## config.mk

```make
export PLATFORM = sky130hd
export DESIGN_NAME = dram_refresh_sched
export DESIGN_NICKNAME = d
export VERILOG_FILES = /design/src/rtl/drfs_pkg.sv /design/src/rtl/drfs_cycle_timer.sv /design/src/rtl/drfs_cbr_seq.sv /design/src/rtl/drfs_pend_ctr.sv /design/src/rtl/dram_refresh_sched.sv
export SDC_FILE = /design/constraint.sdc
export NUM_CORES = 1
export LEC_CHECK = 0
export BUFFER_PORTS_ARGS = -buffer_cell sky130_fd_sc_hd__buf_2
export CORE_ASPECT_RATIO = 1.1
export CORE_MARGIN = 8
export CORE_UTILIZATION = 45
export DETAILED_ROUTE_END_ITERATION = 8
export SKIP_CTS_REPAIR_TIMING = 1
export SYNTH_ARGS = -nofsm -noshare
export SYNTH_HDL_FRONTEND = slang
export SYNTH_HIERARCHICAL = 1
export SYNTH_SLANG_ARGS = --single-unit
```

## constraint.sdc

```tcl
create_clock -name clk -period 2.77 [get_ports clk]
set_input_delay 0.277 -clock clk [delete_from_list [all_inputs] [get_ports clk]]
set_output_delay 0.277 -clock clk [all_outputs]
set_load 0.05 [all_outputs]
```

## src/rtl/drfs_pkg.sv

```systemverilog
package drfs_pkg;

  typedef enum logic [1:0] {
    SEQ_IDLE,
    SEQ_CSR,
    SEQ_RASLO,
    SEQ_PRE
  } seq_state_e;

  typedef enum logic [1:0] {
    MODE_PAUSE,
    MODE_WARM,
    MODE_RUN
  } mode_e;

  // Nanoseconds to clock cycles, rounded up, never below one cycle.
  function automatic int unsigned ns_to_cyc(input int unsigned ns,
                                            input int unsigned mhz);
    int unsigned c;
    c = (ns * mhz + 999) / 1000;
    return (c == 0) ? 1 : c;
  endfunction

  function automatic int unsigned max2(input int unsigned a,
                                       input int unsigned b);
    return (a > b) ? a : b;
  endfunction

  // Precharge length that satisfies both the precharge and the full-cycle minimum.
  function automatic int unsigned pre_len(input int unsigned rp_c,
                                          input int unsigned rc_c,
                                          input int unsigned ras_c,
                                          input int unsigned csr_c);
    int unsigned used;
    used = ras_c + csr_c;
    return (rc_c > used) ? max2(rp_c, rc_c - used) : rp_c;
  endfunction

endpackage

```

## src/rtl/drfs_cycle_timer.sv

```systemverilog
module drfs_cycle_timer #(
  parameter int unsigned LIMIT = 4
) (
  input  logic clk,
  input  logic rst_n,
  input  logic en,
  output logic tick
);
  localparam int unsigned W = (LIMIT > 1) ? $clog2(LIMIT) : 1;
  localparam logic [W-1:0] LAST = W'(LIMIT - 1);

  logic [W-1:0] cnt_q;

  assign tick = en && (cnt_q == LAST);

  always_ff @(posedge clk or negedge rst_n) begin
    if (!rst_n)       cnt_q <= '0;
    else if (!en)     cnt_q <= '0;
    else if (tick)    cnt_q <= '0;
    else              cnt_q <= cnt_q + 1'b1;
  end
endmodule

```

## src/rtl/drfs_cbr_seq.sv

```systemverilog
module drfs_cbr_seq
  import drfs_pkg::*;
#(
  parameter int unsigned T_CSR = 2,
  parameter int unsigned T_CHR = 3,
  parameter int unsigned T_RAS = 15,
  parameter int unsigned T_PRE = 11
) (
  input  logic clk,
  input  logic rst_n,
  input  logic go,
  output logic busy,
  output logic done,
  output logic ras_n,
  output logic cas_n,
  output logic we_n
);
  localparam int unsigned LMAX = max2(max2(T_CSR, T_RAS), T_PRE);
  localparam int unsigned CW = $clog2(LMAX + 1);

  seq_state_e      state_q;
  logic [CW-1:0]   cnt_q;
  logic            phase_end;

  always_comb begin
    case (state_q)
      SEQ_CSR:   phase_end = (cnt_q == CW'(T_CSR - 1));
      SEQ_RASLO: phase_end = (cnt_q == CW'(T_RAS - 1));
      SEQ_PRE:   phase_end = (cnt_q == CW'(T_PRE - 1));
      default:   phase_end = 1'b0;
    endcase
  end

  always_ff @(posedge clk or negedge rst_n) begin
    if (!rst_n) begin
      state_q <= SEQ_IDLE;
      cnt_q   <= '0;
    end else begin
      case (state_q)
        SEQ_IDLE: if (go) begin
          state_q <= SEQ_CSR;
          cnt_q   <= '0;
        end
        SEQ_CSR: if (phase_end) begin
          state_q <= SEQ_RASLO;
          cnt_q   <= '0;
        end else cnt_q <= cnt_q + 1'b1;
        SEQ_RASLO: if (phase_end) begin
          state_q <= SEQ_PRE;
          cnt_q   <= '0;
        end else cnt_q <= cnt_q + 1'b1;
        default: if (phase_end) begin
          state_q <= SEQ_IDLE;
          cnt_q   <= '0;
        end else cnt_q <= cnt_q + 1'b1;
      endcase
    end
  end

  assign busy  = (state_q != SEQ_IDLE);
  assign done  = (state_q == SEQ_PRE) && phase_end;
  assign ras_n = (state_q != SEQ_RASLO);
  assign cas_n = !((state_q == SEQ_CSR) ||
                   ((state_q == SEQ_RASLO) && (cnt_q < CW'(T_CHR))));
  assign we_n  = 1'b1;
endmodule

```

## src/rtl/drfs_pend_ctr.sv

```systemverilog
module drfs_pend_ctr #(
  parameter int unsigned MAX = 8,
  parameter int unsigned W   = 4
) (
  input  logic         clk,
  input  logic         rst_n,
  input  logic         inc,
  input  logic         dec,
  output logic [W-1:0] cnt,
  output logic         nonzero
);
  localparam logic [W-1:0] TOP = W'(MAX);

  always_ff @(posedge clk or negedge rst_n) begin
    if (!rst_n) cnt <= '0;
    else if (inc && !dec && cnt != TOP) cnt <= cnt + 1'b1;
    else if (dec && !inc && cnt != '0)  cnt <= cnt - 1'b1;
  end

  assign nonzero = (cnt != '0);
endmodule

```

## src/rtl/dram_refresh_sched.sv

```systemverilog
module dram_refresh_sched
  import drfs_pkg::*;
#(
  parameter int unsigned CLK_MHZ       = 250,
  parameter int unsigned PAUSE_US      = 200,
  parameter int unsigned INTERVAL_NS   = 15600,
  parameter int unsigned WARMUP_CYCLES = 8,
  parameter int unsigned PEND_MAX      = 8,
  parameter int unsigned CSR_NS        = 5,
  parameter int unsigned CHR_NS        = 10,
  parameter int unsigned RAS_NS        = 60,
  parameter int unsigned RP_NS         = 40,
  parameter int unsigned RC_NS         = 110
) (
  input  logic clk,
  input  logic rst_n,
  input  logic ref_gnt,
  output logic ref_req,
  output logic strobe_oe,
  output logic ras_n,
  output logic cas_n,
  output logic we_n,
  output logic init_done
);
  localparam int unsigned PAUSE_CYC = PAUSE_US * CLK_MHZ;
  localparam int unsigned IVL_CYC   = ns_to_cyc(INTERVAL_NS, CLK_MHZ);
  localparam int unsigned C_CSR     = ns_to_cyc(CSR_NS, CLK_MHZ);
  localparam int unsigned C_CHR     = ns_to_cyc(CHR_NS, CLK_MHZ);
  localparam int unsigned C_RAS     = ns_to_cyc(RAS_NS, CLK_MHZ);
  localparam int unsigned C_PRE     = pre_len(ns_to_cyc(RP_NS, CLK_MHZ),
                                              ns_to_cyc(RC_NS, CLK_MHZ),
                                              C_RAS, C_CSR);
  localparam int unsigned PEND_W    = $clog2(PEND_MAX + 1);
  localparam int unsigned WARM_W    = $clog2(WARMUP_CYCLES + 1);

  mode_e              mode_q;
  logic [WARM_W-1:0]  warm_cnt_q;
  logic               pause_active, warm_active, run_active;
  logic               pause_tick, ivl_tick;
  logic               seq_go, seq_busy, seq_done;
  logic               refresh_taken, warm_last;
  logic [PEND_W-1:0]  pend_cnt;
  logic               pend_nz;

  assign pause_active = (mode_q == MODE_PAUSE);
  assign warm_active  = (mode_q == MODE_WARM);
  assign run_active   = (mode_q == MODE_RUN);

  drfs_cycle_timer #(.LIMIT(PAUSE_CYC)) u_pause (
    .clk(clk), .rst_n(rst_n), .en(pause_active), .tick(pause_tick)
  );

  drfs_cycle_timer #(.LIMIT(IVL_CYC)) u_ivl (
    .clk(clk), .rst_n(rst_n), .en(run_active), .tick(ivl_tick)
  );

  assign ref_req       = run_active && pend_nz && !seq_busy;
  assign refresh_taken = ref_req && ref_gnt;
  assign seq_go        = (warm_active && !seq_busy) || refresh_taken;
  assign warm_last     = warm_active && seq_done &&
                         (warm_cnt_q == WARM_W'(WARMUP_CYCLES - 1));

  drfs_pend_ctr #(.MAX(PEND_MAX), .W(PEND_W)) u_pend (
    .clk(clk), .rst_n(rst_n), .inc(ivl_tick), .dec(refresh_taken),
    .cnt(pend_cnt), .nonzero(pend_nz)
  );

  drfs_cbr_seq #(.T_CSR(C_CSR), .T_CHR(C_CHR), .T_RAS(C_RAS), .T_PRE(C_PRE)) u_seq (
    .clk(clk), .rst_n(rst_n), .go(seq_go), .busy(seq_busy), .done(seq_done),
    .ras_n(ras_n), .cas_n(cas_n), .we_n(we_n)
  );

  always_ff @(posedge clk or negedge rst_n) begin
    if (!rst_n) begin
      mode_q     <= MODE_PAUSE;
      warm_cnt_q <= '0;
    end else begin
      case (mode_q)
        MODE_PAUSE: if (pause_tick) mode_q <= MODE_WARM;
        MODE_WARM: begin
          if (seq_done) warm_cnt_q <= warm_cnt_q + 1'b1;
          if (warm_last) mode_q <= MODE_RUN;
        end
        default: mode_q <= MODE_RUN;
      endcase
    end
  end

  assign strobe_oe = seq_busy;
  assign init_done = run_active;
endmodule

```

==> flow_summary.json <==
{
  "status": "finished, final reports clean",
  "clkSinkCount": 44,
  "grt_max_degree": 45,
  "io_pins": 9,
  "crit_start": "u_pend/cnt[2]",
  "placed_area_sq_um": 2790,
  "synth_area_sq_um": 2530,
  "die_w_um": 87.5,
  "maxSlewHeadroom_pct": 35.1,
  "synth_top_area_cell": "dfrtp_1",
  "grt_overflow": 0,
  "min_period_over_period_pct": 95.3,
  "power_frac_clock_pct": 39.0,
  "drc": 0,
  "synth-seq-area-share_pct": 43.5,
  "worst_pin_slew_ps": 974,
  "synth-edff-count": 0,
  "critical_path.startpoint_type": "flip-flop",
  "gp_congestion": 0.744,
  "mostFrequentLayoutCells": "dfrtp_1, nor2_1, xnor2_1",
  "rows": 28,
  "p_seq_share_pct": 59.5,
  "layout-drive-gt1-share_pct": 22.4,
  "slew_violations": 0,
  "htree_levels": 2,
  "syn-instance-count": 243,
  "final_core_util_pct": 53.7,
  "rsz0062_at_grt": "no",
  "grt_usage_pct": 13.0,
  "ys_types": 62,
  "worstRegToRegCells": 8,
  "hold_viol_final": 0,
  "setup_viol": 0,
  "die_h_um": 94.6,
  "ir_drop_mv": 0.199,
  "criticalPathCategory": "flip-flop to flip-flop",
  "power_leakage_nw": 1.21,
  "p_per_area_nw_per_um2": 372,
  "drtIter0Drc": 72,
  "finClkSkew_ps": 9.08,
  "synth_top_area_share_pct": 43.5,
  "clkSlewWorstSetupHoldPaths_ps": 90,
  "synth-async-reset-ratio_pct": 100,
  "clk_path_buf_depth": 2,
  "drtPass1Iterations": 4,
  "synthFlopType": "dfrtp_1",
  "wire_per_inst_um": 14.0,
  "synthesis.nets": 259,
  "critPathRequiredTime_ps": 2950,
  "grt_pass1_vias": 1855,
  "hpwl_mm": 3.48,
  "clk_latency_ps": 300,
  "routed_wl_mm": 4.81,
  "core-area_sq_um": 5400,
  "grt_pass1_wl_mm": 8.56,
  "postRouteAntennaNets": 0,
  "p_comb_share_pct": 1.5,
  "rr_startpoint": "u_pend/cnt[2]",
  "start_util_pct": 46.9,
  "stdcell_area_sq_um": 2900,
  "synth_area_leaders": "dfrtp_1, ha_1, xnor2_1",
  "crit_fanout": 5,
  "nNetsFinal": 283,
  "end_kind": "flip-flop",
  "finalWorstSetupSlack_ps": 129,
  "insertedDiodeCount": 0,
  "antenna_found_initial": 0,
  "switchingPower_mw": 0.237,
  "p_int_mw": 0.842,
  "via_per_inst": 5.41,
  "max_cap_violations": 0,
  "max_clock_freq_ghz": 0.379,
  "cts_tree": "built",
  "critPathArrivalTime_ps": 2820,
  "switching_share_pct": 22.0,
  "final_common_cell": "dfrtp_1",
  "fin_crit_ps": 2640,
  "dr_total_vias": 1856,
  "ys_ff_latch": 44,
  "die_area_sq_um": 8280,
  "syn_to_final_growth_pct": 14.6,
  "cts-root-buf": "clkbuf_8",
  "hold_class": "input pin to asynchronous set/reset pin",
  "pre_cts_slack_ps": 107,
  "numCtsBuffers": 5,
  "synth.avg_cell_area_sq_um": 10.4,
  "r2r_end": "u_pend/cnt[3]",
  "portBuffers": 7,
  "r2r_slack_ps": 130,
  "yosys_warnings": 6,
  "tns_ps": 0
}
## kinds of logic after synthesis
group,count (synthesis),share of synthesized area [%]
DFF,44,43.5
buffers and inverters,15,2.87
other,1,0.148
xor gates and xnor gates,25,8.66
muxes,4,1.88
adders and majority gates,13,6.73
AOI/OAI and AO/OA,34,10.9
and+or+nand+nor,107,25.2
## power groups by stage
stage          clock [mW]  combinational (mW)  sequential [mW]
5_1_grt             0.466              0.0200            0.642
3_5_place_dp            0              0.0179            0.654
6_report            0.421              0.0166            0.642
3_3_place_gp            0              0.0179            0.654
2_1_floorplan           0             0.00405            0.655
4_1_cts             0.437              0.0178            0.642
## worst max path at each step
| stage | endpoint | slack, ps | cells after the start |
|---|---|---|---|
| after global placement | u_pend/cnt[3] | 150 | 9 |
| after global routing | u_pend/cnt[3] | 20 | 9 |
| after CTS | u_pend/cnt[3] | 90 | 9 |
| after detailed placement | u_pend/cnt[3] | 110 | 9 |
| after floorplan | u_pend/cnt[3] | -20 | 11 |
| final | u_pend/cnt[3] | 130 | 8 |
## flip-flops by register name, summed over array words and instances (netlist names)
signal	flops
u_seq/state_q	2
warm_cnt_q	4
u_seq/cnt_q	4
mode_q	2
u_ivl/cnt_q	12
u_pend/cnt	4
u_pause/cnt_q	16
## area by class of cell
type	count	area, sq um
Clock buffer	6	82.6
Clock inverter	2	10.0
Fill cell	506	2500
Inverter	11	45.0
Multi-Input combinational cell	184	1430
Sequential cell	44	1100
Tap cell	75	93.8
Timing Repair Buffer	21	140
## per-layer routing
layer / GRT usage, % / share of wire (%) / wire length (um)
met5: 0 / 0 / 0
met4: 6.03 / 1.8 / 85
met3: 2.35 / 2.9 / 139
met2: 21.4 / 49 / 2340
met1: 16.0 / 47 / 2240
## cell usage after synthesis, drive strengths merged (2+ instances only)
cell type / count
xnor2: 15
nor2: 29
nor4: 6
nor3: 7
nor2b: 2
and3: 3
inv: 11
nor4bb: 2
or4: 4
buf: 4
a32o: 3
o21ai: 5
nand3b: 2
nand4: 9
or3: 6
mux2: 3
a21oi: 9
ha: 12
xor2: 10
o31ai: 4
and3b: 2
and2: 2
nand3: 10
dfrtp: 44
nand2: 15
## worst max-delay path, stage by stage (launching register included)
cell and delay (ps):
dfrtp_1 390, or4_4 550, and3b_2 220, and2_4 150, a211o_4 300, ha_1 350
a2111oi_2 370, o21a_1 150, a211oi_1 40
## stage by stage
step / hold WS (ps) / power, mW / cells
floorplan: -18.6 / 0.659 / 243
global placement: 462 / 0.672 / 335
detailed placement: 468 / 0.672 / 335
CTS: 171 / 1.10 / 343
global route: 229 / 1.13 / 343
finish: 138 / 1.08 / 343
Power figures use the tool's default switching activity.
